==> config.mk <==
export PLATFORM = sky130hd
export DESIGN_NAME = alu8_nzvc
export DESIGN_NICKNAME = d
export VERILOG_FILES = /design/src/rtl/alu8_pkg.sv /design/src/rtl/alu8_addsub.sv /design/src/rtl/alu8_logic.sv /design/src/rtl/alu8_shift.sv /design/src/rtl/alu8_mul.sv /design/src/rtl/alu8_nzvc.sv
export SDC_FILE = /design/constraint.sdc
export NUM_CORES = 1
export LEC_CHECK = 0
export BUFFER_PORTS_ARGS = -buffer_cell sky130_fd_sc_hd__buf_4
export CAP_MARGIN = 20
export CELL_PAD_IN_SITES_DETAIL_PLACEMENT = 0
export CELL_PAD_IN_SITES_GLOBAL_PLACEMENT = 1
export CORE_MARGIN = 5
export CORE_UTILIZATION = 39
export DETAILED_ROUTE_END_ITERATION = 8
export PLACE_DENSITY_LB_ADDON = 0.1
export REMOVE_ABC_BUFFERS = 1
export SLEW_MARGIN = 20
export SYNTH_ARGS = -nofsm -noshare
export SYNTH_HDL_FRONTEND = slang
export SYNTH_SLANG_ARGS = --single-unit
==> constraint.sdc <==
create_clock -name vclk -period 5.7
set_clock_uncertainty 0.15 [all_clocks]
set_input_delay 0 -clock vclk [all_inputs]
set_output_delay 0 -clock vclk [all_outputs]
set_load 0.01 [all_outputs]
==> src/rtl/alu8_pkg.sv <==
package alu8_pkg;
  localparam int OP_W = 5;
  localparam int FL_N = 3;
  localparam int FL_Z = 2;
  localparam int FL_V = 1;
  localparam int FL_C = 0;

  typedef enum logic [OP_W-1:0] {
    OP_ADD = 5'h00, OP_ADC = 5'h01, OP_SUB = 5'h02, OP_SBC = 5'h03,
    OP_NEG = 5'h04, OP_INC = 5'h05, OP_DEC = 5'h06,
    OP_AND = 5'h08, OP_OR  = 5'h09, OP_EOR = 5'h0A, OP_COM = 5'h0B,
    OP_CLR = 5'h0C,
    OP_LSR = 5'h10, OP_ASR = 5'h11, OP_ASL = 5'h12, OP_ROR = 5'h13,
    OP_ROL = 5'h14,
    OP_MUL = 5'h18
  } op_e;

  typedef enum logic [1:0] {LG_AND, LG_OR, LG_EOR, LG_COM} lg_e;
  typedef enum logic [2:0] {SH_LSR, SH_ASR, SH_ASL, SH_ROR, SH_ROL} sh_e;

  function automatic logic op_defined(input logic [OP_W-1:0] op);
    case (op)
      OP_ADD, OP_ADC, OP_SUB, OP_SBC, OP_NEG, OP_INC, OP_DEC,
      OP_AND, OP_OR, OP_EOR, OP_COM, OP_CLR,
      OP_LSR, OP_ASR, OP_ASL, OP_ROR, OP_ROL, OP_MUL: return 1'b1;
      default: return 1'b0;
    endcase
  endfunction
endpackage

==> src/rtl/alu8_addsub.sv <==
module alu8_addsub #(
  parameter int W = 8
) (
  input  logic [W-1:0] x_i,
  input  logic [W-1:0] y_i,
  input  logic         cin_i,  // carry in (add) or borrow in (sub)
  input  logic         sub_i,
  output logic [W-1:0] sum_o,
  output logic         c_o,    // carry out (add) or borrow out (sub)
  output logic         v_o
);
  logic [W-1:0] y_eff;
  logic         ci_eff;
  logic [W:0]   ext;

  always_comb begin
    y_eff  = sub_i ? ~y_i : y_i;
    ci_eff = sub_i ? ~cin_i : cin_i;
    ext    = {1'b0, x_i} + {1'b0, y_eff} + {{W{1'b0}}, ci_eff};
    sum_o  = ext[W-1:0];
    c_o    = sub_i ? ~ext[W] : ext[W];
    // same-sign operands, result sign differs
    v_o    = (x_i[W-1] == y_eff[W-1]) && (ext[W-1] != x_i[W-1]);
  end
endmodule

==> src/rtl/alu8_logic.sv <==
module alu8_logic
  import alu8_pkg::*;
#(
  parameter int W = 8
) (
  input  lg_e          sel_i,
  input  logic [W-1:0] a_i,
  input  logic [W-1:0] b_i,
  output logic [W-1:0] res_o
);
  always_comb begin
    case (sel_i)
      LG_AND:  res_o = a_i & b_i;
      LG_OR:   res_o = a_i | b_i;
      LG_EOR:  res_o = a_i ^ b_i;
      default: res_o = ~a_i;
    endcase
  end
endmodule

==> src/rtl/alu8_shift.sv <==
module alu8_shift
  import alu8_pkg::*;
#(
  parameter int W = 8
) (
  input  sh_e          sel_i,
  input  logic [W-1:0] a_i,
  input  logic         c_i,
  output logic [W-1:0] res_o,
  output logic         c_o
);
  logic right;
  logic fill;

  always_comb begin
    right = (sel_i == SH_LSR) || (sel_i == SH_ASR) || (sel_i == SH_ROR);
    case (sel_i)
      SH_ASR:         fill = a_i[W-1];
      SH_ROR, SH_ROL: fill = c_i;
      default:        fill = 1'b0;
    endcase
    if (right) begin
      res_o = {fill, a_i[W-1:1]};
      c_o   = a_i[0];
    end else begin
      res_o = {a_i[W-2:0], fill};
      c_o   = a_i[W-1];
    end
  end
endmodule

==> src/rtl/alu8_mul.sv <==
module alu8_mul #(
  parameter int W = 8
) (
  input  logic [W-1:0]   a_i,
  input  logic [W-1:0]   b_i,
  output logic [2*W-1:0] p_o
);
  localparam int DW = 2 * W;

  logic [DW-1:0] pp [W];

  for (genvar i = 0; i < W; i++) begin : g_pp
    assign pp[i] = b_i[i] ? ({{W{1'b0}}, a_i} << i) : '0;
  end

  always_comb begin
    p_o = '0;
    for (int i = 0; i < W; i++) p_o = p_o + pp[i];
  end
endmodule

==> src/rtl/alu8_nzvc.sv <==
module alu8_nzvc
  import alu8_pkg::*;
#(
  parameter int W = 8
) (
  input  logic [OP_W-1:0] op_i,
  input  logic [W-1:0]    a_i,
  input  logic [W-1:0]    b_i,
  input  logic [3:0]      flags_i,
  output logic [W-1:0]    res_o,
  output logic [3:0]      flags_o,
  output logic [2*W-1:0]  prod_o
);
  localparam logic [W-1:0] ONE = W'(1);

  op_e          op;
  logic         c_in;
  logic [W-1:0] as_x, as_y, as_sum;
  logic         as_cin, as_sub, as_c, as_v;
  lg_e          lg_sel;
  logic [W-1:0] lg_res;
  sh_e          sh_sel;
  logic [W-1:0] sh_res;
  logic         sh_c;

  assign op   = op_e'(op_i);
  assign c_in = flags_i[FL_C];

  // operand steering for the shared adder
  always_comb begin
    as_x   = a_i;
    as_y   = b_i;
    as_cin = 1'b0;
    as_sub = 1'b0;
    case (op)
      OP_ADC: as_cin = c_in;
      OP_SUB: as_sub = 1'b1;
      OP_SBC: begin as_sub = 1'b1; as_cin = c_in; end
      OP_NEG: begin as_x = '0; as_y = a_i; as_sub = 1'b1; end
      OP_INC: as_y = ONE;
      OP_DEC: begin as_y = ONE; as_sub = 1'b1; end
      default: ;
    endcase
  end

  always_comb begin
    case (op)
      OP_AND:  lg_sel = LG_AND;
      OP_OR:   lg_sel = LG_OR;
      OP_EOR:  lg_sel = LG_EOR;
      default: lg_sel = LG_COM;
    endcase
    case (op)
      OP_ASR:  sh_sel = SH_ASR;
      OP_ASL:  sh_sel = SH_ASL;
      OP_ROR:  sh_sel = SH_ROR;
      OP_ROL:  sh_sel = SH_ROL;
      default: sh_sel = SH_LSR;
    endcase
  end

  alu8_addsub #(.W(W)) u_addsub (
    .x_i(as_x), .y_i(as_y), .cin_i(as_cin), .sub_i(as_sub),
    .sum_o(as_sum), .c_o(as_c), .v_o(as_v)
  );

  alu8_logic #(.W(W)) u_logic (
    .sel_i(lg_sel), .a_i(a_i), .b_i(b_i), .res_o(lg_res)
  );

  alu8_shift #(.W(W)) u_shift (
    .sel_i(sh_sel), .a_i(a_i), .c_i(c_in), .res_o(sh_res), .c_o(sh_c)
  );

  alu8_mul #(.W(W)) u_mul (
    .a_i(a_i), .b_i(b_i), .p_o(prod_o)
  );

  logic [W-1:0] res;
  logic         v_new, c_new, upd_nz;

  always_comb begin
    res    = '0;
    v_new  = flags_i[FL_V];
    c_new  = c_in;
    upd_nz = 1'b1;
    case (op)
      OP_ADD, OP_ADC, OP_SUB, OP_SBC, OP_NEG: begin
        res = as_sum; v_new = as_v; c_new = as_c;
      end
      OP_INC, OP_DEC: begin
        res = as_sum; v_new = as_v;
      end
      OP_AND, OP_OR, OP_EOR: begin
        res = lg_res; v_new = 1'b0;
      end
      OP_COM: begin
        res = lg_res; v_new = 1'b0; c_new = 1'b1;
      end
      OP_CLR: begin
        res = '0; v_new = 1'b0; c_new = 1'b0;
      end
      OP_LSR, OP_ASR, OP_ASL, OP_ROR, OP_ROL: begin
        res = sh_res; c_new = sh_c; v_new = sh_res[W-1] ^ sh_c;
      end
      OP_MUL: begin
        res = prod_o[W-1:0]; upd_nz = 1'b0;
      end
      default: upd_nz = 1'b0;
    endcase
    res_o = res;
    if (upd_nz) flags_o = {res[W-1], (res == '0), v_new, c_new};
    else        flags_o = flags_i;
  end
endmodule

==> results of run 1 <==
## metrics by stage
step                      area (um2)  setup WS [ns]  cells  utilization
final                           3950          0.717    611        0.455
after global placement          3950          0.757    611        0.455
after floorplan                 3390           1.36    448            -
after global routing            3950          0.449    611        0.455
after CTS                       3950          0.684    611        0.455
after detailed placement        3950          0.719    611        0.455
## layer usage
layer,routed length (um),vias to the layer above
met5,0,-
met4,219,0
met3,619,18
met2,4830,108
met1,5000,1622
li1,-,1652
## cells by family (layout without fill, tap and decap cells)
| logic type | Yosys count | in the layout | synth area share |
|---|---|---|---|
| compound gates | 95 | 95 | 0.194 |
| xor+xnor | 19 | 19 | 0.0480 |
| fa+ha+maj | 94 | 94 | 0.426 |
| buf+inv | 95 | 134 | 0.107 |
| mux | 9 | 9 | 0.0267 |
| simple gates | 152 | 152 | 0.199 |
## placed cells by master, fill, tap and decap left out, drive strengths merged, types with 4 or more instances in the layout
cell | netlist | layout
inv | 76 | 76
nor2 | 58 | 58
buf | 7 | 55
ha | 54 | 54
nand2 | 46 | 46
fa | 40 | 40
o21ai | 23 | 23
a21oi | 18 | 18
xnor2 | 14 | 14
nand3 | 8 | 8
nor2b | 8 | 8
a22oi | 7 | 7
mux2i | 7 | 7
xor2 | 5 | 5
o211ai | 5 | 5
nor3 | 5 | 5
o21a | 4 | 4
and3 | 4 | 4
a221oi | 4 | 4
nor4 | 4 | 4
## cell usage after synthesis, drive strengths merged (5+ instances only)
cell type,n
inv,76
nor2,58
ha,54
nand2,46
fa,40
o21ai,23
a21oi,18
xnor2,14
clkbuf,9
nand3,8
nor2b,8
a22oi,7
buf,7
mux2i,7
nor3,5
o211ai,5
xor2,5
## path summary, 6_finish.rpt
path,from,endpoint
worst max-delay path,a_i[1],prod_o[14]
worst min-delay path,flags_i[2],flags_o[2]
## power groups by stage
stage	Clock (W)	Sequential [W]	Combinational, W
after floorplan	0	0	0.000563
after global placement	0	0	0.000892
after detailed placement	0	0	0.000895
after CTS	0	0	0.000903
after global routing	0	0	0.00100
final	0	0	0.000885
## final cells by class
class | count | area (um2) | area share
tap | 108 | 135 | 0.0342
inverter | 79 | 297 | 0.0751
multi-input combinational | 369 | 3100 | 0.786
timing repair buffer | 55 | 413 | 0.105
## worst max-delay path, stage by stage
cell	delay, ns
buf_4	0.13
clkinv_1	0.24
nor2_1	0.22
fa_1	0.47
fa_1	0.52
fa_1	0.51
fa_1	0.49
ha_1	0.34
a21oi_1	0.20
nand2b_1	0.13
a21boi_0	0.14
o41ai_1	0.54
or4b_2	0.63
o211ai_1	0.11
buf_4	0.15
==> flow_metrics.tcl, run 1 <==
set metrics [dict create \
    finalSetupViolCount 0 \
    synth_top_area_cell "fa_1" \
    setup-tns-final_ns 0 \
    final_nets 624 \
    syn_area_um2 3470 \
    antenna_found_initial 0 \
    switchingPower_w 0.000473 \
    fillers 935 \
    vias 3400 \
    nFlopsAndLatches 0 \
    comb_power_share 1.000 \
    row_count 34 \
    firstDrtPassIters 4 \
    antenna_left 0 \
    hold_depth 4 \
    detail_route.wirelength_um 10700 \
    post-route-min-period_ns 4.98 \
    path_class "input pin to primary output" \
    hold_path.class "input pin to primary output" \
    wl_per_cell_um 17.5 \
    synth-seq-area-share 0 \
    dieArea_um2 10900 \
    avgViaCountPerCell 5.56 \
    cts_resized 0 \
    critical_path_arrival_ns 4.83 \
    worstPathRequired_ns 5.55 \
    p_seq_frac 0 \
    finalMaxSlewViolations 0 \
    grt_first_pass_wirelength_um 17700 \
    synth_top_area_share 0.231 \
    grt_start_max_net_pins 27 \
    n_antenna_cell 0 \
    maxCapViolations 0 \
    gr-total-overflow 0 \
    dieWidth_um 104 \
    grt_pass1_vias 3413 \
    layout-drive-gt1-share 0.129 \
    min_period_over_period 0.874 \
    remaining_drc_errors 0 \
    ys_types 59 \
    drt_iter0_markers 136 \
    p_total_w 0.000885 \
    worst_pin_slew_ns 0.887 \
    hpwlAfterDp_um 8740 \
    syn2layout_area_growth_pct 13.8 \
    clock_buffers 0 \
    p_int_w 0.000412 \
    synthTopCellsByArea "fa_1, ha_1, inv_1" \
    start_util 0.400 \
    leakage_nw 2.02 \
    hold_viol_final 0 \
    cp-start-kind "input pin" \
    crit_path_end_kind "primary output" \
    relSlewSlack 0.405 \
    grt.busiest_layer "met2" \
    use_met2 0.307 \
    fp.dieH_um 104 \
    powerDensity_nw_per_um2 224 \
    grtUsageTotal 0.193 \
    status "completed" \
    sw_frac_of_total 0.534 \
    grt_util_met3 0.0186 \
    hold_ws_ns 0.124 \
    peakVddDrop_uv 206 \
    yosysWarnings 0 \
    post-cts-setup-buffers 0 \
    portBuffers 53 \
    fp.coreArea_um2 8680 \
    final-seq-area_um2 0 \
    p_clk_frac 0 \
    hold_buffers 0 \
    cp_max_fo 9 \
    avgSynthCellArea_um2 7.47 \
    gp_congestion 0.888 \
    ioPinCount 53 \
    use_met1 0.289 \
    rsz0062_at_grt "false" \
    syn_inst 464 \
    max_freq_mhz 201 \
]
Note: power is estimated with default switching activity, not from simulation.
==> run 2, diff against run 1 <==
--- a/config.mk
+++ b/config.mk
@@ -9,8 +9,9 @@
 export CAP_MARGIN = 20
 export CELL_PAD_IN_SITES_DETAIL_PLACEMENT = 0
 export CELL_PAD_IN_SITES_GLOBAL_PLACEMENT = 1
+export CORE_ASPECT_RATIO = 1.25
 export CORE_MARGIN = 5
-export CORE_UTILIZATION = 39
+export CORE_UTILIZATION = 45
 export DETAILED_ROUTE_END_ITERATION = 8
 export PLACE_DENSITY_LB_ADDON = 0.1
 export REMOVE_ABC_BUFFERS = 1
==> run 2 against run 1 <==
Net effect: wire length decreased by 0.37%; sequential share of layout area unchanged; critical endpoint unchanged; total power increased by 1.0%; fmax decreased by 0.54%; critical path depth unchanged.
==> flow_metrics.tcl, run 2 (same netlist as run 1, synthesis figures left out) <==
set metrics [dict create \
    path_cells "buf_4, clkinv_1, nor2_1, fa_1, fa_1, fa_1, fa_1, ha_1, a21oi_1, nand2b_1, a21boi_0, o41ai_1, or4b_2, o211ai_1, buf_4" \
    maxCapViolations 0 \
    grt.busiest_layer "met2" \
    cts_resized 0 \
    ioPinCount 53 \
    firstDrtPassIters 4 \
    final_cell_mix "inv_1, nor2_1, ha_1, buf_4, nand2_1" \
    hpwlAfterDp_um 8940 \
    post-cts-setup-buffers 0 \
    hp-start "flags_i[2]" \
    post-route-min-period_ns 5.01 \
    final_nets 623 \
    gp_congestion 0.958 \
    finalSetupViolCount 0 \
    use_met1 0.285 \
    grt_start_max_net_pins 27 \
    max_freq_mhz 200 \
    hold_buffers 0 \
    dieArea_um2 9570 \
    wl_per_cell_um 17.9 \
    grtUsageTotal 0.229 \
    crit_slowest_cell "or4b_2" \
    detail_route.wirelength_um 10600 \
    worst_pin_slew_ns 0.890 \
    antenna_left 0 \
    path_class "input pin to primary output" \
    antenna_found_initial 0 \
    gr-total-overflow 0 \
    final_common_cell "inv_1" \
    status "completed" \
    clock_buffers 0 \
    min_to "flags_o[2]" \
    grt_util_met3 0.0152 \
    min_period_over_period 0.879 \
    crit_path_end_kind "primary output" \
    remaining_drc_errors 0 \
    fillers 777 \
    layout-drive-gt1-share 0.129 \
    hold_viol_final 0 \
    cpPeakStageDelay_ns 0.63 \
    hold_depth 4 \
    cp_max_fo 9 \
    relSlewSlack 0.403 \
    grt_first_pass_wirelength_um 17400 \
    powerDensity_nw_per_um2 228 \
    fp.dieH_um 108 \
    rsz0062_at_grt "false" \
    portBuffers 53 \
    avgViaCountPerCell 5.80 \
    grt_pass1_vias 3493 \
    hold_path.class "input pin to primary output" \
    dieWidth_um 88.5 \
    finalMaxSlewViolations 0 \
    leakage_nw 2.02 \
    syn2layout_area_growth_pct 13.2 \
    cpMostUsedCell "fa_1" \
    drt_iter0_markers 144 \
    critical_path_arrival_ns 4.86 \
    use_met2 0.423 \
    hold_ws_ns 0.128 \
    row_count 35 \
    nFlopsAndLatches 0 \
    vias 3445 \
    n_antenna_cell 0 \
    start_util 0.466 \
    setup-tns-final_ns 0 \
    cp-start-kind "input pin" \
    worstPathRequired_ns 5.55 \
    peakVddDrop_uv 243 \
    final-seq-area_um2 0 \
    fp.coreArea_um2 7440 \
]
## run 2: how the worst max path moves through the flow
stage / end / slack [ns] / from
detailed placement: prod_o[14] / 0.66 / a_i[1]
floorplan: prod_o[14] / 1.36 / a_i[1]
global route: prod_o[14] / 0.33 / a_i[1]
CTS: prod_o[14] / 0.63 / a_i[1]
finish: prod_o[14] / 0.69 / a_i[1]
global placement: prod_o[14] / 0.77 / a_i[0]
## run 2: worst max-delay path, delay by kind of cell
family,cells,cell delay [ns]
adder cells (fa/ha/maj),5,2.37
buffers and inverters,3,0.52
AND/OR/NAND/NOR,3,0.98
AO/OA/AOI/OAI,4,0.98
## run 2: report_power, final
group	switching, W	internal [W]	total, W
Combinational	0.000479	0.000414	0.000894
Sequential	0	0	0
Clock	0	0	0
Total	0.000479	0.000414	0.000894
## run 2: area by class of cell
class	count	area (um2)	area share
Timing Repair Buffer	54	405	0.103
Multi-Input combinational cell	369	3110	0.792
Inverter	79	297	0.0755
Tap cell	92	115	0.0293
## run 2: per-stage QoR
stage,utilization,instances,cell area (um2),setup slack [ns],total power (W)
final,0.527,594,3930,0.690,0.000894
after global routing,0.527,594,3930,0.330,0.00101
after CTS,0.527,594,3930,0.630,0.000911
after detailed placement,0.527,594,3930,0.655,0.000905
after global placement,0.527,594,3920,0.774,0.000895
after floorplan,-,448,3390,1.36,0.000563
## run 2: routing by layer
metal / vias up / part of all wire / wire length [um]
met5: - / 0 / 0
met4: 0 / 0.024 / 258
met3: 21 / 0.056 / 599
met2: 108 / 0.52 / 5570
met1: 1667 / 0.40 / 4210
li1: 1649 / - / -
==> run 3, diff against run 2 <==
--- a/config.mk
+++ b/config.mk
@@ -11,11 +11,12 @@
 export CELL_PAD_IN_SITES_GLOBAL_PLACEMENT = 1
 export CORE_ASPECT_RATIO = 1.25
 export CORE_MARGIN = 5
-export CORE_UTILIZATION = 45
+export CORE_UTILIZATION = 47
 export DETAILED_ROUTE_END_ITERATION = 8
 export PLACE_DENSITY_LB_ADDON = 0.1
 export REMOVE_ABC_BUFFERS = 1
 export SLEW_MARGIN = 20
 export SYNTH_ARGS = -nofsm -noshare
 export SYNTH_HDL_FRONTEND = slang
+export SYNTH_HIERARCHICAL = 1
 export SYNTH_SLANG_ARGS = --single-unit
==> run 3 against run 2 <==
Net effect: count of clock-buffer cells in the layout is the same; area after synthesis is 7.0% higher; non-clock buffer count grew 1.
==> flow_metrics.tcl, run 3 <==
set metrics [dict create \
    p_total_w 0.000940 \
    synth-compound-area-share 0.166 \
    multiInputGateArea_um2 3370 \
    wl_per_cell_um 17.3 \
    fillers 761 \
    relSlewSlack 0.545 \
    dieWidth_um 89.5 \
    fp.dieH_um 109 \
    row_count 36 \
    synth_top_area_share 0.194 \
    n_antenna_cell 0 \
    rsz0062_at_grt "false" \
    hold_path.class "input pin to primary output" \
    layout-drive-gt1-share 0.178 \
    ioPinCount 53 \
    post-place-ws_ns 0.360 \
    remaining_drc_errors 0 \
    avgSynthCellArea_um2 8.67 \
    antenna_found_initial 0 \
    post-cts-setup-buffers 0 \
    grt_first_pass_wirelength_um 16400 \
    synth.cells.most_frequent "inv_1, ha_1, and2_1, nand2_1, fa_1" \
    synth-simple-area-share 0.200 \
    yosysMostFrequentCell "inv_1" \
    powerDensity_nw_per_um2 226 \
    placed_cells 566 \
    cp-start-kind "input pin" \
    maxCapViolations 0 \
    worstPathRequired_ns 5.55 \
    setup-tns-final_ns 0 \
    dieArea_um2 9780 \
    fin_util 0.536 \
    synth_top_family_by_area "adder cells" \
    gr-total-overflow 0 \
    final-seq-area_um2 0 \
    instances_no_fill 566 \
    drt_iter0_markers 152 \
    hold_viol_final 0 \
    avgViaCountPerCell 5.70 \
    cp_max_fo 14 \
    portBuffers 53 \
    max_freq_mhz 189 \
    grt_start_max_net_pins 16 \
    hold_buffers 0 \
    finalSetupViolCount 0 \
    syn2layout_area_growth_pct 11.9 \
    syn_inst 428 \
    post-route-min-period_ns 5.28 \
    synth_xor_area_frac 0.0732 \
    clock_buffers 0 \
    critical_path_arrival_ns 5.13 \
    leakage_nw 2.22 \
    synth_top_area_cell "fa_1" \
    firstDrtPassIters 5 \
    final_cell_mix "inv_1, ha_1, buf_4, and2_1, nand2_1" \
    muxShareOfSynthArea 0.0840 \
    crit_path_end_kind "primary output" \
    detail_route.wirelength_um 9770 \
    grt_pass1_vias 3372 \
    nFlopsAndLatches 0 \
    syn_area_um2 3710 \
    antenna_left 0 \
    synth-seq-area-share 0 \
    gp_congestion 0.921 \
    hpwlAfterDp_um 7920 \
    yosysWarnings 6 \
    peakVddDrop_uv 407 \
    synth_fa_ha_area_frac 0.387 \
    fp.coreArea_um2 7750 \
    status "completed" \
    start_util 0.479 \
    synthTopCellsByArea "fa_1, ha_1, and2_1" \
    final_common_cell "inv_1" \
    worst_pin_slew_ns 0.681 \
    final_nets 591 \
    grtUsageTotal 0.211 \
    min_period_over_period 0.926 \
    layout_setup_ws_ns 0.422 \
    ys_types 57 \
    vias 3225 \
    path_class "input pin to primary output" \
    finalMaxSlewViolations 0 \
]
==> run 3: repair_timing <==
item                                    CTS  global route
resized for setup                         0             1
hold endpoints to repair                  0             0
endpoints found under the setup margin    0             1
==> run 3: through the flow <==
step / area (um2) / hold slack, ns
2_1_floorplan: 3620 / 0.00220
3_3_place_gp: 4150 / 0.158
3_5_place_dp: 4150 / 0.159
4_1_cts: 4150 / 0.159
5_1_grt: 4150 / 0.170
6_report: 4150 / 0.155
==> run 3: layout make-up <==
class              instances  area share
inverters                 66      0.0597
multi-input cells        350       0.812
well taps                 95      0.0286
repair buffers            55      0.0994
==> run 3: routing by layer <==
layer | vias up | wire length (um) | GRT usage
li1 | 1551 | - | -
met1 | 1579 | 3870 | 0.255
met2 | 85 | 5320 | 0.413
met3 | 10 | 419 | 0.00750
met4 | 0 | 153 | 0.0330
met5 | - | 0 | 0
==> run 3: power breakdown <==
part	internal, W	total (W)	leakage [nW]	switching [W]
registers	0	0	0	0
clock network	0	0	0	0
logic	0.000454	0.000940	2.22	0.000486
total	0.000454	0.000940	2.22	0.000486
==> run 3: cell families (layout without fill, tap and decap cells) <==
logic type                 Yosys count  after routing
muxes                               17             17
buffers and inverters               78            121
xor gates and xnor gates            31             31
AOI/OAI and AO/OA                   76             76
adders and majority gates           93             93
and+or+nand+nor                    133            133
==> run 3: final timing paths <==
kind | startpoint | endpoint | slack, ns | cells past startpoint
max | a_i[2] | flags_o[2] | 0.42 | 21
min | flags_i[2] | flags_o[2] | 0.15 | 3
==> run 3: worst max-delay path, cell delays in order <==
cell,delay (ns)
buf_4,0.16
and2_1,0.18
ha_1,0.31
a211oi_1,0.22
nor2_1,0.10
o21ai_1,0.17
nor2b_1,0.18
xor2_1,0.22
fa_1,0.46
fa_1,0.49
inv_1,0.05
fa_1,0.40
inv_1,0.08
fa_1,0.47
fa_1,0.55
inv_1,0.07
a32o_1,0.23
a221o_1,0.30
nor3_1,0.19
a32o_1,0.18
buf_4,0.12
